**src/rtl/pll_ser_pkg.sv**
```systemverilog
package pll_ser_pkg;
   typedef enum logic {
      DEST_MAIN = 1'b0,
      DEST_REF  = 1'b1
   } dest_e;

   function automatic int max_int(input int a, input int b);
      return (a > b) ? a : b;
   endfunction
endpackage

```
**src/rtl/pll_ser_sync.sv**
```systemverilog
module pll_ser_sync #(
   parameter int STAGES = 2,
   parameter int WIDTH  = 3
) (
   input  logic             clk,
   input  logic             rst,
   input  logic [WIDTH-1:0] d,
   output logic [WIDTH-1:0] q
);
   initial assert (STAGES >= 0 && STAGES <= 4) else $error("pll_ser_sync: STAGES out of range");

   generate
      if (STAGES == 0) begin : g_pass
         assign q = d;
      end else begin : g_chain
         logic [STAGES-1:0][WIDTH-1:0] st;
         always_ff @(posedge clk) begin
            if (rst) begin
               st <= '0;
            end else begin
               st[0] <= d;
               for (int i = 1; i < STAGES; i++) st[i] <= st[i-1];
            end
         end
         assign q = st[STAGES-1];
      end
   endgenerate
endmodule

```
**src/rtl/pll_ser_shift.sv**
```systemverilog
module pll_ser_shift #(
   parameter int SR_W = 19
) (
   input  logic            clk,
   input  logic            rst,
   input  logic            sclk_s,
   input  logic            data_s,
   output logic            shift_en,
   output logic [SR_W-1:0] sr
);
   logic sclk_d;

   assign shift_en = sclk_s & ~sclk_d;

   always_ff @(posedge clk) begin
      if (rst) begin
         sclk_d <= 1'b0;
         sr     <= '0;
      end else begin
         sclk_d <= sclk_s;
         if (shift_en) sr <= {sr[SR_W-2:0], data_s};
      end
   end
endmodule

```
**src/rtl/pll_ser_dest.sv**
```systemverilog
module pll_ser_dest
   import pll_ser_pkg::*;
#(
   parameter int REF_RATIO_W   = 14,
   parameter int SWAL_W        = 7,
   parameter int PROG_W        = 11,
   parameter int REF_RATIO_MIN = 5,
   parameter int PROG_MIN      = 5,
   parameter bit REJECT_BAD    = 1'b1,
   parameter int SR_W          = 19
) (
   input  logic                   clk,
   input  logic                   rst,
   input  logic                   le_s,
   input  logic [SR_W-1:0]        sr,
   output logic [REF_RATIO_W-1:0] ref_ratio,
   output logic                   ref_presc_hi,
   output logic                   ref_pol,
   output logic                   ref_outsel,
   output logic [SWAL_W-1:0]      main_swallow,
   output logic [PROG_W-1:0]      main_prog,
   output logic                   ref_err,
   output logic                   main_err
);
   localparam int CMP_W = max_int(SWAL_W, PROG_W) + 1;
   localparam int PRE_B = REF_RATIO_W + 1;
   localparam int POL_B = REF_RATIO_W + 2;
   localparam int OUT_B = REF_RATIO_W + 3;
   localparam logic [REF_RATIO_W-1:0] REF_MIN_V  = REF_RATIO_W'(REF_RATIO_MIN);
   localparam logic [PROG_W-1:0]      PROG_MIN_V = PROG_W'(PROG_MIN);

   initial assert (OUT_B < SR_W && SWAL_W + PROG_W < SR_W)
      else $error("pll_ser_dest: shift register too narrow");

   dest_e                   dest;
   logic [REF_RATIO_W-1:0]  w_ratio;
   logic [SWAL_W-1:0]       w_swal;
   logic [PROG_W-1:0]       w_prog;
   logic                    ref_ok;
   logic                    main_ok;
   logic                    ref_take;
   logic                    main_take;

   assign dest    = dest_e'(sr[0]);
   assign w_ratio = sr[REF_RATIO_W:1];
   assign w_swal  = sr[SWAL_W:1];
   assign w_prog  = sr[SWAL_W+PROG_W:SWAL_W+1];
   assign ref_ok  = (w_ratio >= REF_MIN_V);
   assign main_ok = (w_prog >= PROG_MIN_V) && (CMP_W'(w_swal) < CMP_W'(w_prog));

   generate
      if (REJECT_BAD) begin : g_reject
         assign ref_take  = ref_ok;
         assign main_take = main_ok;
      end else begin : g_accept
         assign ref_take  = 1'b1;
         assign main_take = 1'b1;
      end
   endgenerate

   always_ff @(posedge clk) begin
      if (rst) begin
         ref_ratio    <= '0;
         ref_presc_hi <= 1'b0;
         ref_pol      <= 1'b0;
         ref_outsel   <= 1'b0;
         ref_err      <= 1'b0;
      end else if (le_s && dest == DEST_REF) begin
         ref_err <= ~ref_ok;
         if (ref_take) begin
            ref_ratio    <= w_ratio;
            ref_presc_hi <= sr[PRE_B];
            ref_pol      <= sr[POL_B];
            ref_outsel   <= sr[OUT_B];
         end
      end
   end

   always_ff @(posedge clk) begin
      if (rst) begin
         main_swallow <= '0;
         main_prog    <= '0;
         main_err     <= 1'b0;
      end else if (le_s && dest == DEST_MAIN) begin
         main_err <= ~main_ok;
         if (main_take) begin
            main_swallow <= w_swal;
            main_prog    <= w_prog;
         end
      end
   end
endmodule

```
**src/rtl/pll_ser_loader.sv**
```systemverilog
module pll_ser_loader
   import pll_ser_pkg::*;
#(
   parameter int REF_RATIO_W   = 14,
   parameter int SWAL_W        = 7,
   parameter int PROG_W        = 11,
   parameter int REF_RATIO_MIN = 5,
   parameter int PROG_MIN      = 5,
   parameter bit REJECT_BAD    = 1'b1,
   parameter int SYNC_STAGES   = 2
) (
   input  logic                   clk,
   input  logic                   rst,
   input  logic                   ser_clk,
   input  logic                   ser_data,
   input  logic                   ser_le,
   output logic [REF_RATIO_W-1:0] ref_ratio,
   output logic                   ref_presc_hi,
   output logic                   ref_pol,
   output logic                   ref_outsel,
   output logic [SWAL_W-1:0]      main_swallow,
   output logic [PROG_W-1:0]      main_prog,
   output logic                   ref_err,
   output logic                   main_err
);
   localparam int REF_WORD_W  = 1 + REF_RATIO_W + 3;
   localparam int MAIN_WORD_W = 1 + SWAL_W + PROG_W;
   localparam int SR_W        = max_int(REF_WORD_W, MAIN_WORD_W);

   initial assert (REF_RATIO_MIN >= 1 && REF_RATIO_MIN < (1 << REF_RATIO_W))
      else $error("pll_ser_loader: REF_RATIO_MIN out of range");
   initial assert (PROG_MIN >= 1 && PROG_MIN < (1 << PROG_W))
      else $error("pll_ser_loader: PROG_MIN out of range");

   logic [2:0]      sync_q;
   logic            sclk_s;
   logic            data_s;
   logic            le_s;
   logic            shift_en;
   logic [SR_W-1:0] sr;

   pll_ser_sync #(.STAGES(SYNC_STAGES), .WIDTH(3)) sync_i (
      .clk (clk),
      .rst (rst),
      .d   ({ser_le, ser_data, ser_clk}),
      .q   (sync_q)
   );

   assign sclk_s = sync_q[0];
   assign data_s = sync_q[1];
   assign le_s   = sync_q[2];

   pll_ser_shift #(.SR_W(SR_W)) shift_i (
      .clk      (clk),
      .rst      (rst),
      .sclk_s   (sclk_s),
      .data_s   (data_s),
      .shift_en (shift_en),
      .sr       (sr)
   );

   pll_ser_dest #(
      .REF_RATIO_W   (REF_RATIO_W),
      .SWAL_W        (SWAL_W),
      .PROG_W        (PROG_W),
      .REF_RATIO_MIN (REF_RATIO_MIN),
      .PROG_MIN      (PROG_MIN),
      .REJECT_BAD    (REJECT_BAD),
      .SR_W          (SR_W)
   ) dest_i (
      .clk          (clk),
      .rst          (rst),
      .le_s         (le_s),
      .sr           (sr),
      .ref_ratio    (ref_ratio),
      .ref_presc_hi (ref_presc_hi),
      .ref_pol      (ref_pol),
      .ref_outsel   (ref_outsel),
      .main_swallow (main_swallow),
      .main_prog    (main_prog),
      .ref_err      (ref_err),
      .main_err     (main_err)
   );
endmodule

```
**config.mk**
```make
export PLATFORM = sky130hd
export DESIGN_NAME = pll_ser_loader
export DESIGN_NICKNAME = d
export VERILOG_FILES = /design/src/rtl/pll_ser_pkg.sv /design/src/rtl/pll_ser_sync.sv /design/src/rtl/pll_ser_shift.sv /design/src/rtl/pll_ser_dest.sv /design/src/rtl/pll_ser_loader.sv
export SDC_FILE = /design/constraint.sdc
export NUM_CORES = 1
export LEC_CHECK = 0
export ABC_CLOCK_PERIOD_IN_PS = 4800
export CAP_MARGIN = 10
export CORE_UTILIZATION = 59
export DETAILED_ROUTE_END_ITERATION = 8
export MAX_ROUTING_LAYER = met4
export PLACE_DENSITY = 0.94
export SYNTH_ARGS = -nofsm -noshare
export SYNTH_HDL_FRONTEND = slang
export SYNTH_SLANG_ARGS = --single-unit
export TNS_END_PERCENT = 50
```
**constraint.sdc**
```tcl
create_clock -name clk -period 4.8 [get_ports clk]
set_input_delay 0.72 -clock clk [delete_from_list [all_inputs] [get_ports clk]]
set_output_delay 0.72 -clock clk [all_outputs]
set_load 0.1 [all_outputs]
```
==> results of run 1 <==
path summary, 6_finish.rpt:
| kind | cells after the start | slack, ps | to | startpoint |
|---|---|---|---|---|
| setup / recovery | 5 | 2170 | dest_i.main_swallow[6] | rst |
| hold / removal | 2 | 440 | shift_i.sr[0] | sync_i.q[1] |
| setup reg to reg | 4 | 2260 | dest_i.main_prog[8] | shift_i.sr[15] |
| hold reg to reg | 2 | 440 | shift_i.sr[0] | sync_i.q[1] |
kinds of logic after synthesis:
group | synth area share, %
AND/OR/NAND/NOR | 22.3
adder cells (fa/ha/maj) | 2.46
AO/OA/AOI/OAI | 27.7
flip-flops | 41.3
buffers and inverters | 6.19
stage by stage:
step	setup slack, ps	power (µW)
6_report	2170	986
5_1_grt	1990	1020
3_5_place_dp	1890	568
4_1_cts	2180	986
3_3_place_gp	2010	567
2_1_floorplan	2810	561
routing by layer:
metal  vias up  part of all wire, %  track usage [%]
met5         -                    0                -
met4         0                  2.0             16.0
met3        16                  7.0             7.18
met2       144                   47             47.0
met1      1421                   44             38.5
li1       1403                    -                -
layout make-up:
type,instances,area [µm²]
inverters,8,30.0
well taps,67,83.8
repair buffers,48,458
clock buffers,9,124
clock inverters,7,55.1
fillers,367,1230
multi-input cells,261,1600
flip-flops and latches,63,1260
critical path, cell delays in order:
cell and delay (ps):
buf_2 80, buf_4 480, clkinv_1 900, a41oi_1 520, o211ai_1 130
power by group:
part           internal, µW  switching (µW)
combinational          7.58            22.6
sequential              525            1.33
clock                   192             237
total                   725             261
layout by cell type, fill, tap and decap left out, drive strengths merged:
| cell | count |
|---|---|
| a22o | 1 |
| a22oi | 5 |
| a21o | 1 |
| o211ai | 18 |
| and4 | 1 |
| o21a | 1 |
| clkbuf | 9 |
| clkinv | 3 |
| nand4 | 1 |
| a21oi | 41 |
| a41oi | 14 |
| nand2 | 43 |
| or4 | 1 |
| nor3 | 1 |
| dfxtp | 63 |
| nand2b | 6 |
| a211oi | 2 |
| nand3 | 32 |
| ha | 6 |
| and3 | 14 |
| inv | 10 |
| nor4 | 2 |
| nor2b | 27 |
| and2 | 3 |
| o2111ai | 19 |
| buf | 8 |
| a2111oi | 1 |
| clkinvlp | 2 |
| clkdlybuf4s50 | 40 |
| o21ai | 21 |
cell usage after synthesis, drive strengths merged:
cell type and number:
a2111oi 1, nor4 2, a41oi 14, nand2b 6
nor2b 27, a22oi 5, a211oi 2, clkinv 1
ha 6, dfxtp 63, nand4 1, o211ai 18
clkbuf 24, nor3 1, and2 3, and3 14
o21a 1, o21ai 21, or4 1, nand2 43
a21o 1, nand3 32, and4 1, o2111ai 19
a22o 1, buf 11, inv 7, a21oi 41
registers in the layout (all words and copies together), names as in the netlist:
| signal | count |
|---|---|
| dest_i.main_swallow | 7 |
| dest_i.ref_pol | 1 |
| sync_i.g_chain.st | 3 |
| dest_i.ref_err | 1 |
| dest_i.ref_presc_hi | 1 |
| shift_i.sr | 19 |
| dest_i.ref_outsel | 1 |
| dest_i.main_prog | 11 |
| shift_i.sclk_d | 1 |
| sync_i.q | 3 |
| dest_i.main_err | 1 |
| dest_i.ref_ratio | 14 |
==> impl_results.md, run 1 <==
* Outcome: finished clean
* Final Cycle Share at a little over half
* Worst min-delay path class: flop to flop
* Syn_nets at around 380
* Initial antenna violation count at 0
* Worst-Skew Late Latency at 350 ps
* Post-Route Setup TNS at 0 ps
* Critical Path End Type: flop
* Average wire per standard cell at roughly 17 µm
* CTS Buffer Depth at 2
* Max_cap viols at 0
* DP Wirelength at between 4000 and 5000 µm
* Unique masters post-synth at 34
* Nets at 402
* Share of cells above drive strength 1 at 7.07%
* Synth Instances at roughly 370
* Startpoint types: input pin
* Pwr per Cell Area at 273 nW/µm²
* Yosys top cell by area: dfxtp_1
* Antenna Violating Nets Remaining at 0
* Vias at roughly 3000
* DRC errors left at 0
* Worst Path Max Fanout at 66
* Placed cells at 446
* CTS resizes at 0
* Congestion Overflow GR at 0
* Slew margin rel. at between 30% and 40%
* Slew Limit Fails at 0
* Area grow syn2layout at 18.4%
* Fin cells at around 460
* Post-synth top area share at roughly two fifths
* Die width at ~74 µm
* Measured slew at the worst slew-check pin at 989 ps
* CTS tree: done
* Core Util, Final at approximately three quarters
* RSZ-0062 raised after global routing: no
* Cts hold-fix bufs at 0
* F_max at 0.381 GHz
* Total wire length at between 7000 and 8000 µm
* Initial Util at between 60% and 70%
* Layout Skew at between 9 and 10 ps
* DR pass1 iterations at 5
* Mapped cell area at 3050 µm²
* Port-buffer cells at 41
* Final Setup Violations at 0
* Synth Register Bits at 63
* Post-Place Cell Area at 3430 µm²
* Die Span Y at between 70 and 80 µm
* Postcts setup bufs at 0
* Leakage at ~0.0012 µW
* Die area at ~5500 µm²
* I/O pin cnt at 42
* Final Hold Viols at 0
* Yosys warns at 0
* Vias in the first global route at ~2700
* CP Data Required Time at roughly 5000 ps
* GPL Wtd Cong at between 0.8 and 0.9
* Critical Path AT at 2840 ps
* Starting DRT DRC Count at 282
* CORE AREA at between 4000 and 5000 µm²
* First-pass GRT wire length at 12400 µm
* Syn Area/Cell at 8.32 µm²
* Clk slew on worst S/H paths at around 70 ps
* Register area share after synthesis at roughly two fifths
* CTS Sinks at 63
* Number of cell rows at 25
* H-tree depth at 3
* Gr usage total at 31.0%
* Tightest hold margin at about 440 ps
* CTS Buf Count at 9
* Vias per cell at ~6.4
* Largest net degree at the start of global routing at 67
* Clock Root Buffer: clkbuf_8
* WS Path Type: input pin to flop
* Worst IR drop on VDD at between 200 and 250 µV
* Ant diodes at 0
* Synth area leaders: dfxtp_1 41%, a21oi_1 6.7%, nor2b_1 5.5%, o2111ai_1 5.5%, nand2_1 5.3%
* Fin crit period at approximately 2600 ps
* Fin area at around 3600 µm²
No activity file was read; power rests on OpenSTA's default activity.
==> run 2, diff against run 1 <==
- ABC_CLOCK_PERIOD_IN_PS: 4800 -> 2500
- CORE_UTILIZATION: 59 -> 54
- PLACE_DENSITY: 0.94 -> 0.88
- clock period: 4.8 -> 2.5 ns (I/O delays scaled with it)
==> run 2 against run 1 <==
Against the previous run: clock power increased by 140%; register-to-register slack got worse by 1900 ps; largest cell class unchanged; non-clock buffer count increased by 3; critical path depth unchanged; total power increased by 110%; critical endpoint is now dest_i.main_prog[0]; wire length decreased by 4.7%; core utilization decreased by 8.7 points; die area increased by 9.0%; global-route usage decreased by 4.6 points; cell area decreased by 0.31%.
==> impl_results.md, run 2 (synthesized netlist as in run 1, its figures left out) <==
* Congestion Overflow GR at 0
* Core Util, Final at about two thirds
* Postcts setup bufs at 0
* RSZ-0062 raised after global routing: no
* Clock Root Buffer: clkbuf_8
* Commonest non-fill, non-tap cell in the layout: dfxtp_1
* Worst r2r dst: dest_i.main_prog[0]
* DP Wirelength at 4640 µm
* Initial antenna violation count at 0
* Cts hold-fix bufs at 0
* Largest register FFs at 19
* CP Data Required Time at approximately 2800 ps
* Port-buffer cells at 41
* Worst IR drop on VDD at a little under 500 µV
* CTS Sinks at 63
* Antenna Violating Nets Remaining at 0
* Largest net degree at the start of global routing at 66
* Ant diodes at 0
* Top reg by flops: shift_i.sr
* Area grow syn2layout at 18.0%
* WS Path Type: flop to flop
* Fin crit period at around 2100 ps
* CTS Buffer Depth at 2
* Measured slew at the worst slew-check pin at approximately 900 ps
* Worst Path Max Fanout at 30
* Die area at roughly 6000 µm²
* I/O pin cnt at 42
* Worst min-delay path class: flop to flop
* Fin cells at between 400 and 500
* F_max at 0.470 GHz
* CORE AREA at roughly 5500 µm²
* Max_cap viols at 0
* Starting DRT DRC Count at around 300
* Final Setup Violations at 0
* CTS resizes at 0
* Hold Startpoint: sync_i.g_chain.st[1]
* Critical Path End Type: flop
* Share of cells above drive strength 1 at 17.0%
* Number of cell rows at 27
* R2R cell count at 5
* H-tree depth at 3
* Worst r2r src: shift_i.sr[15]
* DR pass1 iterations at 5
* Gr usage total at between 20% and 30%
* Top Registers: shift_i.sr: 19 flops, dest_i.ref_ratio: 14 flops, dest_i.main_prog: 11 flops
* Post-Route Setup TNS at 0 ps
* Worst-Skew Late Latency at between 300 and 400 ps
* Layout Skew at approximately 9.6 ps
* CTS tree: done
* GPL Wtd Cong at 0.827
* Vias per cell at 6.23
* Vias in the first global route at 2574
* Clk slew on worst S/H paths at 80 ps
* DRC errors left at 0
* Hold EP: sync_i.q[1]
* Outcome: finished clean
* R2R setup slack at roughly 370 ps
* Slew Limit Fails at 0
* CTS Buf Count at 9
* Die Span Y at just under 80 µm
* Nets at a little over 400
* Critical Path AT at between 2000 and 2500 ps
* Die width at 77.2 µm
* Slew margin rel. at between 30% and 40%
* Initial Util at between 50% and 60%
* Placed cells at between 400 and 500
* Leakage at approximately 0.0013 µW
* Pwr per Cell Area at ~580 nW/µm²
* Vias at approximately 3000
* Final Hold Viols at 0
* Hold path depth at 1
* First-pass GRT wire length at approximately 12000 µm
* Final Cycle Share at 85.1%
* Startpoint types: flop
* Most frequent cells in the layout: 63 x dfxtp_1, 47 x buf_4, 43 x nand2_1, 41 x a21oi_1, 32 x nand3_1
* Total wire length at about 7400 µm
* Average wire per standard cell at between 15 and 20 µm
* Fillers at between 400 and 500
-- run 2: power by group --
group,internal [µW],leakage (µW),switching (µW)
combinational,15.3,0.000660,43.7
sequential,1010,0.000509,2.51
clock,593,0.000113,425
total,1620,0.00128,471
-- run 2: final cells by class --
class | count | area, µm² | share of cell area [%]
Sequential cell | 63 | 1260 | 35.0
Multi-Input combinational cell | 261 | 1600 | 44.5
Clock buffer | 10 | 138 | 3.82
Tap cell | 72 | 90.1 | 2.50
Timing Repair Buffer | 51 | 388 | 10.8
Clock inverter | 6 | 93.8 | 2.60
Inverter | 8 | 30.0 | 0.833
-- run 2: worst max-delay path by stage --
stage / startpoint / end / slack [ps] / depth (start not counted)
6_report: shift_i.sr[15] / dest_i.main_prog[0] / 370 / 5
5_1_grt: shift_i.sr[15] / dest_i.main_prog[3] / 230 / 5
4_1_cts: shift_i.sr[15] / dest_i.main_prog[0] / 400 / 5
3_5_place_dp: shift_i.sr[15] / dest_i.main_prog[0] / 420 / 5
3_3_place_gp: shift_i.sr[15] / dest_i.main_swallow[6] / 480 / 5
2_1_floorplan: shift_i.sr[12] / dest_i.main_prog[7] / 510 / 7
-- run 2: per-layer routing --
metal,wire (µm),GRT usage (%),up-vias
met5,0,-,-
met4,67,9.25,0
met2,3330,38.8,115
met1,3490,34.6,1398
met3,500,7.26,7
li1,-,-,1413
-- run 2: critical path, stage by stage (launching register included) --
cell and delay, ps:
dfxtp_1 350, or4_1 820, nand2_1 230, buf_4 320
nand3_1 130, o211ai_1 180
-- run 2: stage by stage --
step,hold WS [ps],worst slack [ps],power [µW],cell area [µm²]
finish,445,373,2090,3600
global route,456,228,2150,3600
CTS,445,402,2100,3600
detailed placement,427,421,1090,3370
global placement,416,481,1090,3370
floorplan,414,507,1080,3050
==> run 3, diff against run 2 <==
- CAP_MARGIN: 10 -> 0
- CELL_PAD_IN_SITES_DETAIL_PLACEMENT: default -> 0
- CELL_PAD_IN_SITES_GLOBAL_PLACEMENT: default -> 1
- CORE_UTILIZATION: 54 -> 41
- PLACE_DENSITY: 0.88 -> 0.89
==> run 3 against run 2 <==
Against the previous run: total power decreased by 0.36%; combinational power increased by 2%; non-clock buffer count increased by 2; critical path depth increased by 1; via count decreased by 2.4%; clock skew decreased by 3.0 ps; critical path type unchanged; largest power group is now registers; highest routed layer unchanged.
==> impl_results.md, run 3 (synthesized netlist as in run 1, its figures left out) <==
* Seq pwr share at 48.6%
* Pwr per Cell Area at 569 nW/µm²
* Critical Path AT at ~2400 ps
* Top reg by flops: shift_i.sr
* Commonest non-fill, non-tap cell in the layout: dfxtp_1
* I/O pin cnt at 42
* Gr usage total at 23.0%
* Fin area at around 3700 µm²
* H-tree depth at 3
* GPL Wtd Cong at 0.766
* Share of cells above drive strength 1 at 17.2%
* Number of cell rows at 31
* Die area at 7800 µm²
* Fin crit period at approximately 2200 ps
* Starting DRT DRC Count at 200
* Vias per cell at ~5.7
* DRC errors left at 0
* Clock Root Buffer: clkbuf_8
* Slew Limit Fails at 0
* Leakage at about 0.0013 µW
* Die Span Y at between 80 and 90 µm
* Final Hold Viols at 0
* Max_cap viols at 0
* Startpoint types: flop
* Worst IR drop on VDD at 390 µV
* Critical Path End Type: flop
* Sw frac at between 20 and 25%
* RSZ-0062 raised after global routing: no
* DR pass1 iterations at 4
* Postcts setup bufs at 0
* Clk slew on worst S/H paths at 70 ps
* Core Util, Final at about half
* Post-Place Cell Area at around 3400 µm²
* F_max at approximately 0.46 GHz
* DP Wirelength at 5130 µm
* Ant diodes at 0
* Initial antenna violation count at 0
* CTS Buf Count at 9
* Worst Path Max Fanout at 19
* Area grow syn2layout at 19.8%
* Layout Skew at 6.59 ps
* Worst-Skew Late Latency at about 350 ps
* Most frequent cells in the layout: 63 x dfxtp_1, 48 x buf_4, 43 x nand2_1, 41 x a21oi_1, 32 x nand3_1
* Antenna Violating Nets Remaining at 0
* Logic gate share of total power at under 10%
* Slew margin rel. at a little under half
* CTS Sinks at 63
* Top Registers: shift_i.sr: 19 flops, dest_i.ref_ratio: 14 flops, dest_i.main_prog: 11 flops
* Post-Route Setup TNS at 0 ps
* Initial Util at around 42%
* Clk pwr share at about half
* Congestion Overflow GR at 0
* Cts hold-fix bufs at 0
* Largest net degree at the start of global routing at 35
* First-pass GRT wire length at between 10000 and 15000 µm
* Nets at roughly 410
* Final Cycle Share at 87.6%
* CORE AREA at just over 7000 µm²
* Largest register FFs at 19
* Vias in the first global route at between 2000 and 3000
* Internal cell power at between 1500 and 2000 µW
* Measured slew at the worst slew-check pin at between 700 and 800 ps
* Port-buffer cells at 41
* Total wire length at between 7000 and 8000 µm
* Switching power at about 470 µW
* Vias at approximately 2900
* Average wire per standard cell at around 16 µm
* Outcome: finished clean
* Die width at between 80 and 90 µm
* WS Path Type: flop to flop
* CP Data Required Time at 2700 ps
* CTS tree: done
* Worst min-delay path class: flop to flop
* CTS Buffer Depth at 2
* CTS resizes at 0
* Final Setup Violations at 0
[run 3: path summary, 6_finish.rpt]
check / start / endpoint / slack [ps] / depth (start not counted)
worst max register to register: shift_i.sr[14] / dest_i.main_swallow[3] / 310 / 6
worst max-delay path: shift_i.sr[14] / dest_i.main_swallow[3] / 310 / 6
worst min-delay path: sync_i.q[1] / shift_i.sr[0] / 430 / 2
worst min register to register: sync_i.q[1] / shift_i.sr[0] / 430 / 2
[run 3: critical path: stages (launching register included)]
cell and delay [ps]:
dfxtp_1 460, inv_1 80, ha_1 300, and2_1 190, o2111ai_1 140, o21a_1 660, o211ai_1 200
[run 3: power by group through the flow]
stage | clock network (µW) | logic [µW] | registers, µW
global route | 1070 | 66.0 | 1010
CTS | 1020 | 60.8 | 1010
finish | 1010 | 60.2 | 1010
global placement | 0 | 60.5 | 1030
floorplan | 0 | 35.9 | 1040
detailed placement | 0 | 60.8 | 1030
[run 3: through the flow]
| step | power (µW) | std cells | hold slack [ps] | worst slack (ps) |
|---|---|---|---|---|
| floorplan | 1080 | 367 | 414 | 507 |
| global placement | 1100 | 484 | 417 | 453 |
| detailed placement | 1100 | 484 | 422 | 371 |
| CTS | 2090 | 500 | 437 | 331 |
| global route | 2140 | 500 | 454 | 124 |
| finish | 2080 | 500 | 434 | 309 |
[run 3: cell type report]
cell class	instances	area [µm²]
multi-input cells	261	1600
inverters	8	30.0
fillers	713	3560
clock buffers	11	141
repair buffers	53	415
clock inverters	5	81.3
well taps	99	124
flip-flops and latches	63	1260
[run 3: per-layer routing]
layer | wire length, µm | GRT usage [%]
met5 | 0 | -
met3 | 573 | 5.41
met4 | 100 | 7.18
met2 | 3530 | 32.7
met1 | 3740 | 32.1
